$ cat src/rtl/ovp_pkg.sv
package ovp_pkg;
  typedef enum logic [2:0] {
    ST_DIS = 3'd0,
    ST_RUN = 3'd1,
    ST_OFF = 3'd2,
    ST_ON  = 3'd3,
    ST_HOT = 3'd4
  } ovp_state_e;
endpackage

$ cat src/rtl/ovp_interval_timer.sv
module ovp_interval_timer #(
  parameter int CW = 10
) (
  input  logic          clk,
  input  logic          rst,
  input  logic          clear_i,
  input  logic          load_i,
  input  logic [CW-1:0] load_val_i,
  output logic          expired_o
);
  logic [CW-1:0] cnt_q;

  always_ff @(posedge clk) begin
    if (rst || clear_i) cnt_q <= '0;
    else if (load_i)    cnt_q <= load_val_i;
    else if (cnt_q != '0) cnt_q <= cnt_q - 1'b1;
  end

  assign expired_o = (cnt_q == '0);

  AST_TIMER_IDLE_STAYS: assert property (@(posedge clk) disable iff (rst)
    (expired_o && !load_i) |=> expired_o);
endmodule

$ cat src/rtl/ovp_hiccup_fsm.sv
module ovp_hiccup_fsm
  import ovp_pkg::*;
#(
  parameter int OFF_CYCLES = 1000,
  parameter int CW = $clog2(OFF_CYCLES)
) (
  input  logic          clk,
  input  logic          rst,
  input  logic          ovl_i,
  input  logic          hot_i,
  input  logic          clamp_sel_i,
  input  logic          enable_i,
  input  logic          expired_i,
  output ovp_state_e    nxt_o,
  output logic          load_o,
  output logic          clear_o,
  output logic [CW-1:0] load_val_o
);
  localparam int ON_CYCLES = OFF_CYCLES / 10;
  localparam logic [CW-1:0] OFF_LOAD = CW'(OFF_CYCLES - 1);
  localparam logic [CW-1:0] ON_LOAD  = CW'(ON_CYCLES - 1);

  ovp_state_e state_q, nxt;
  logic       dirty_q;

  always_comb begin
    nxt = state_q;
    if (hot_i) nxt = ST_HOT;
    else if (!enable_i) nxt = ST_DIS;
    else begin
      case (state_q)
        ST_DIS, ST_HOT: nxt = ST_RUN;
        ST_RUN: if (ovl_i && !clamp_sel_i) nxt = ST_OFF;
        ST_OFF: begin
          if (clamp_sel_i) nxt = ST_RUN;
          else if (expired_i) nxt = ST_ON;
        end
        ST_ON: begin
          if (clamp_sel_i) nxt = ST_RUN;
          else if (expired_i) nxt = (dirty_q || ovl_i) ? ST_OFF : ST_RUN;
        end
        default: nxt = ST_DIS;
      endcase
    end
  end

  always_ff @(posedge clk) begin
    if (rst) begin
      state_q <= ST_DIS;
      dirty_q <= 1'b0;
    end else begin
      state_q <= nxt;
      if (state_q != ST_ON) dirty_q <= 1'b0;
      else if (ovl_i)       dirty_q <= 1'b1;
    end
  end

  assign nxt_o      = nxt;
  assign load_o     = ((nxt == ST_OFF) && (state_q != ST_OFF)) ||
                      ((nxt == ST_ON)  && (state_q != ST_ON));
  assign load_val_o = (nxt == ST_OFF) ? OFF_LOAD : ON_LOAD;
  assign clear_o    = (nxt == ST_HOT) || (nxt == ST_DIS);

  AST_OFF_HOLDS: assert property (@(posedge clk) disable iff (rst)
    (state_q == ST_OFF && !expired_i && enable_i && !hot_i && !clamp_sel_i)
      |=> (state_q == ST_OFF));
endmodule

$ cat src/rtl/ovp_supervisor.sv
module ovp_supervisor
  import ovp_pkg::*;
#(
  parameter int OFF_CYCLES = 1000
) (
  input  logic clk,
  input  logic rst,
  input  logic ovl_i,
  input  logic hot_i,
  input  logic clamp_sel_i,
  input  logic enable_i,
  output logic pwr_en_o,
  output logic bypass_close_o,
  output logic ovl_flag_o,
  output logic hot_flag_o
);
  localparam int CW = $clog2(OFF_CYCLES);

  ovp_state_e    nxt;
  logic          load, clear, expired;
  logic [CW-1:0] load_val;

  ovp_hiccup_fsm #(.OFF_CYCLES(OFF_CYCLES), .CW(CW)) u_fsm (
    .clk(clk), .rst(rst), .ovl_i(ovl_i), .hot_i(hot_i),
    .clamp_sel_i(clamp_sel_i), .enable_i(enable_i), .expired_i(expired),
    .nxt_o(nxt), .load_o(load), .clear_o(clear), .load_val_o(load_val)
  );

  ovp_interval_timer #(.CW(CW)) u_timer (
    .clk(clk), .rst(rst), .clear_i(clear), .load_i(load),
    .load_val_i(load_val), .expired_o(expired)
  );

  always_ff @(posedge clk) begin
    if (rst) begin
      pwr_en_o       <= 1'b0;
      bypass_close_o <= 1'b1;
      ovl_flag_o     <= 1'b0;
      hot_flag_o     <= 1'b0;
    end else begin
      pwr_en_o       <= (nxt == ST_RUN) || (nxt == ST_ON);
      bypass_close_o <= (nxt == ST_DIS);
      hot_flag_o     <= (nxt == ST_HOT);
      ovl_flag_o     <= (nxt == ST_OFF) || (nxt == ST_ON) ||
                        ((nxt == ST_RUN) && clamp_sel_i && ovl_i);
    end
  end

  AST_HOT_WINS: assert property (@(posedge clk) disable iff (rst)
    hot_i |=> (hot_flag_o && !pwr_en_o && !bypass_close_o && !ovl_flag_o));
  AST_DISABLED: assert property (@(posedge clk) disable iff (rst)
    (!enable_i && !hot_i) |=> (bypass_close_o && !pwr_en_o && !ovl_flag_o));
  AST_CLAMP_TRACKS: assert property (@(posedge clk) disable iff (rst)
    (enable_i && clamp_sel_i && !hot_i && pwr_en_o)
      |=> (pwr_en_o && (ovl_flag_o == $past(ovl_i))));
  AST_BYPASS_EXCL: assert property (@(posedge clk) disable iff (rst)
    bypass_close_o |-> !pwr_en_o);
endmodule

$ cat config.mk
export PLATFORM = sky130hd
export DESIGN_NAME = ovp_supervisor
export DESIGN_NICKNAME = d
export VERILOG_FILES = /design/src/rtl/ovp_pkg.sv /design/src/rtl/ovp_interval_timer.sv /design/src/rtl/ovp_hiccup_fsm.sv /design/src/rtl/ovp_supervisor.sv
export SDC_FILE = /design/constraint.sdc
export NUM_CORES = 1
export LEC_CHECK = 0
export BUFFER_PORTS_ARGS = -buffer_cell sky130_fd_sc_hd__buf_4
export CORE_MARGIN = 5
export CORE_UTILIZATION = 56
export DETAILED_ROUTE_END_ITERATION = 8
export HOLD_SLACK_MARGIN = 0.12
export PLACE_DENSITY_LB_ADDON = 0.3
export REMOVE_ABC_BUFFERS = 1
export SLEW_MARGIN = 20
export SYNTH_ARGS = -nofsm -noshare
export SYNTH_HDL_FRONTEND = slang
export SYNTH_SLANG_ARGS = --single-unit
$ cat constraint.sdc
create_clock -name clk -period 2.7 [get_ports clk]
set_clock_uncertainty 0.15 [all_clocks]
set_input_delay 0.675 -clock clk [delete_from_list [all_inputs] [get_ports clk]]
set_output_delay 0.675 -clock clk [all_outputs]
set_load 0.01 [all_outputs]
==> metrics <==
Initial Utilization=0.572; Die Wd=51.3 um; Initial DRC Count=29; register area=360 um^2; Post-CTS Resized=0; Final #Nets=132; Worst-Skew Late Latency=300 ps; total die area=2630 um^2; # port buffers=9; # setup viols final=0; leading area contributor after synthesis=dfxtp_1; worst path bufs/invs=1; Final period util=0.856; Synth top area share=0.377; crit path launch type=register; relative slew slack=0.629; Final Max Slew Viols=0; I/O pins=10; Slew @ Worst Pin=551 ps; area grow syn2layout=10.9%; core area=1670 um^2; Final Critical Period=2310 ps; Seq/Total Area, Yosys=0.377; clk slew on worst S/H paths=100 ps; synthesis-stage register bit count=18; Worst Path Required=2790 ps; vias per std cell=6.17; most frequent cells in the layout=dfxtp_1, a21oi_1, nor2_1, nand2_1, buf_4; CTS Buf Count=3; Die Height=51.3 um; Core Rows=15; first-pass GRT wire length=3.51 mm; gr usage total=0.178; Syn Std Cell Area=955 um^2; Max Cap Violations=0; CTS root buf=clkbuf_4; routed wire length=2.04 mm; Placement Setup Slack=373 ps; largest net degree at the start of global routing=13; post-synth cell types=37; synthesized area per cell=8.45 um^2; Hold WC Path Type=in -> reg; CTS tree=done; DRT Pass-1 Iters=4; Residual DRC=0; FILL cells=149; H-tree depth=1; Crit path max-delay family=simple AND/OR/NAND/NOR gates; footprint of the multi-input gates=558 um^2; Final Cell Area=1060 um^2; Setup TNS=0 ps; grt total ovfl=0; CP peak stage delay=540 ps; layout cells sized above 1=0.154; Syn Inst Count=113; dpl cells=136; Post-CTS Setup Bufs=0; Vias=864; Worst Path Class, Setup=reg -> reg; status=finished, final reports clean; number of hold buffers added after cts=0; Max Fclk=432 MHz; Final Hold Fails=0; commonest non-fill, non-tap cell in the layout=dfxtp_1; crit-path cells=inv_1, ha_1, or4b_1, nor3_4, a21oi_2, a311o_1, a21oi_1; Placed Area=1020 um^2; gpl congestion=0.815; final cell count without fillers=140; Crit Path Max Fanout=6; clock sink count=18; wire per inst=14.6 um; antenna viol nets, final=0; RSZ-0062 raised after global routing=no; vias in the first global route=821; Arr. time, crit path=2400 ps; Syn. warnings=0; Bufs on Longest Clock Path=2; ANT cells=0; DP HPWL=1.52 mm; initial antenna violation count=0; PnR worst setup slack=388 ps; slowest cell on the critical path=or4b_1; synth top area cells=dfxtp_1, a21oi_1, xor2_1, nor2_1, nand2_1; Worst Setup End Kind=register
==> Yosys cell counts <==
| master | count |
|---|---|
| nor2_1 | 10 |
| xor2_1 | 5 |
| o21ai_1 | 1 |
| buf_6 | 1 |
| buf_2 | 1 |
| and2b_2 | 1 |
| a31o_2 | 1 |
| nand4_1 | 1 |
| a21oi_2 | 1 |
| o2bb2ai_1 | 1 |
| ha_1 | 2 |
| xnor2_1 | 3 |
| or4b_1 | 1 |
| and2b_1 | 2 |
| o211ai_1 | 3 |
| nor4b_1 | 1 |
| or4_2 | 1 |
| a21oi_1 | 11 |
| o21ai_0 | 5 |
| a31oi_1 | 1 |
| or4_1 | 1 |
| nor2b_1 | 3 |
| a311o_1 | 2 |
| dfxtp_1 | 18 |
| nor3b_1 | 1 |
| nor3_1 | 4 |
| a211oi_1 | 2 |
| inv_1 | 4 |
| nand3_1 | 1 |
| or2_2 | 1 |
| o21a_1 | 2 |
| nand2_1 | 9 |
| nand2b_1 | 4 |
| nor3_4 | 1 |
| or3_1 | 1 |
| clkbuf_2 | 1 |
| nor4_1 | 5 |
==> metrics by stage <==
stage	hold slack, ps	utilization
6_report	421	0.634
5_1_grt	412	0.634
4_1_cts	414	0.634
3_5_place_dp	422	0.612
3_3_place_gp	429	0.612
2_1_floorplan	394	-
==> state kept, by name (all words and copies together), names as in the netlist <==
| signal | cells |
|---|---|
| bypass_close_o | 1 |
| hot_flag_o | 1 |
| u_fsm.dirty_q | 1 |
| u_timer.cnt_q | 10 |
| ovl_flag_o | 1 |
| u_fsm.state_q | 3 |
| pwr_en_o | 1 |
==> cells by family after synthesis <==
group                    share of synthesized area
flip-flops                                   0.377
adder cells (fa/ha/maj)                     0.0262
XOR/XNOR                                    0.0734
buffers and inverters                       0.0380
AND/OR/NAND/NOR                              0.286
AO/OA/AOI/OAI                                0.199
==> worst paths after layout <==
| check | start | endpoint | slack [ps] | depth (start not counted) |
|---|---|---|---|---|
| setup / recovery | u_timer.cnt_q[0] | u_timer.cnt_q[2] | 390 | 7 |
| hold / removal | rst | u_fsm.state_q[2] | 420 | 2 |
| setup reg to reg | u_timer.cnt_q[0] | u_timer.cnt_q[2] | 390 | 7 |
| hold reg to reg | u_timer.cnt_q[1] | u_timer.cnt_q[1] | 440 | 2 |
==> layout make-up <==
cell class | instances | area share
Multi-Input combinational cell | 88 | 0.527
Sequential cell | 18 | 0.340
Clock buffer | 4 | 0.0343
Inverter | 4 | 0.0142
Timing Repair Buffer | 9 | 0.0638
Tap cell | 17 | 0.0201
==> per-layer routing <==
layer | up-vias | part of all wire | global-route usage | wire length (um)
met3 | 4 | 0.042 | 0.0379 | 86
met4 | 0 | 0.017 | 0.109 | 34
met5 | - | 0 | 0 | 0
li1 | 430 | - | - | -
met2 | 20 | 0.46 | 0.260 | 931
met1 | 410 | 0.48 | 0.238 | 987
Power is not shown: default switching activity piles up to over one toggle a cycle in this logic, so the estimate is an artifact.
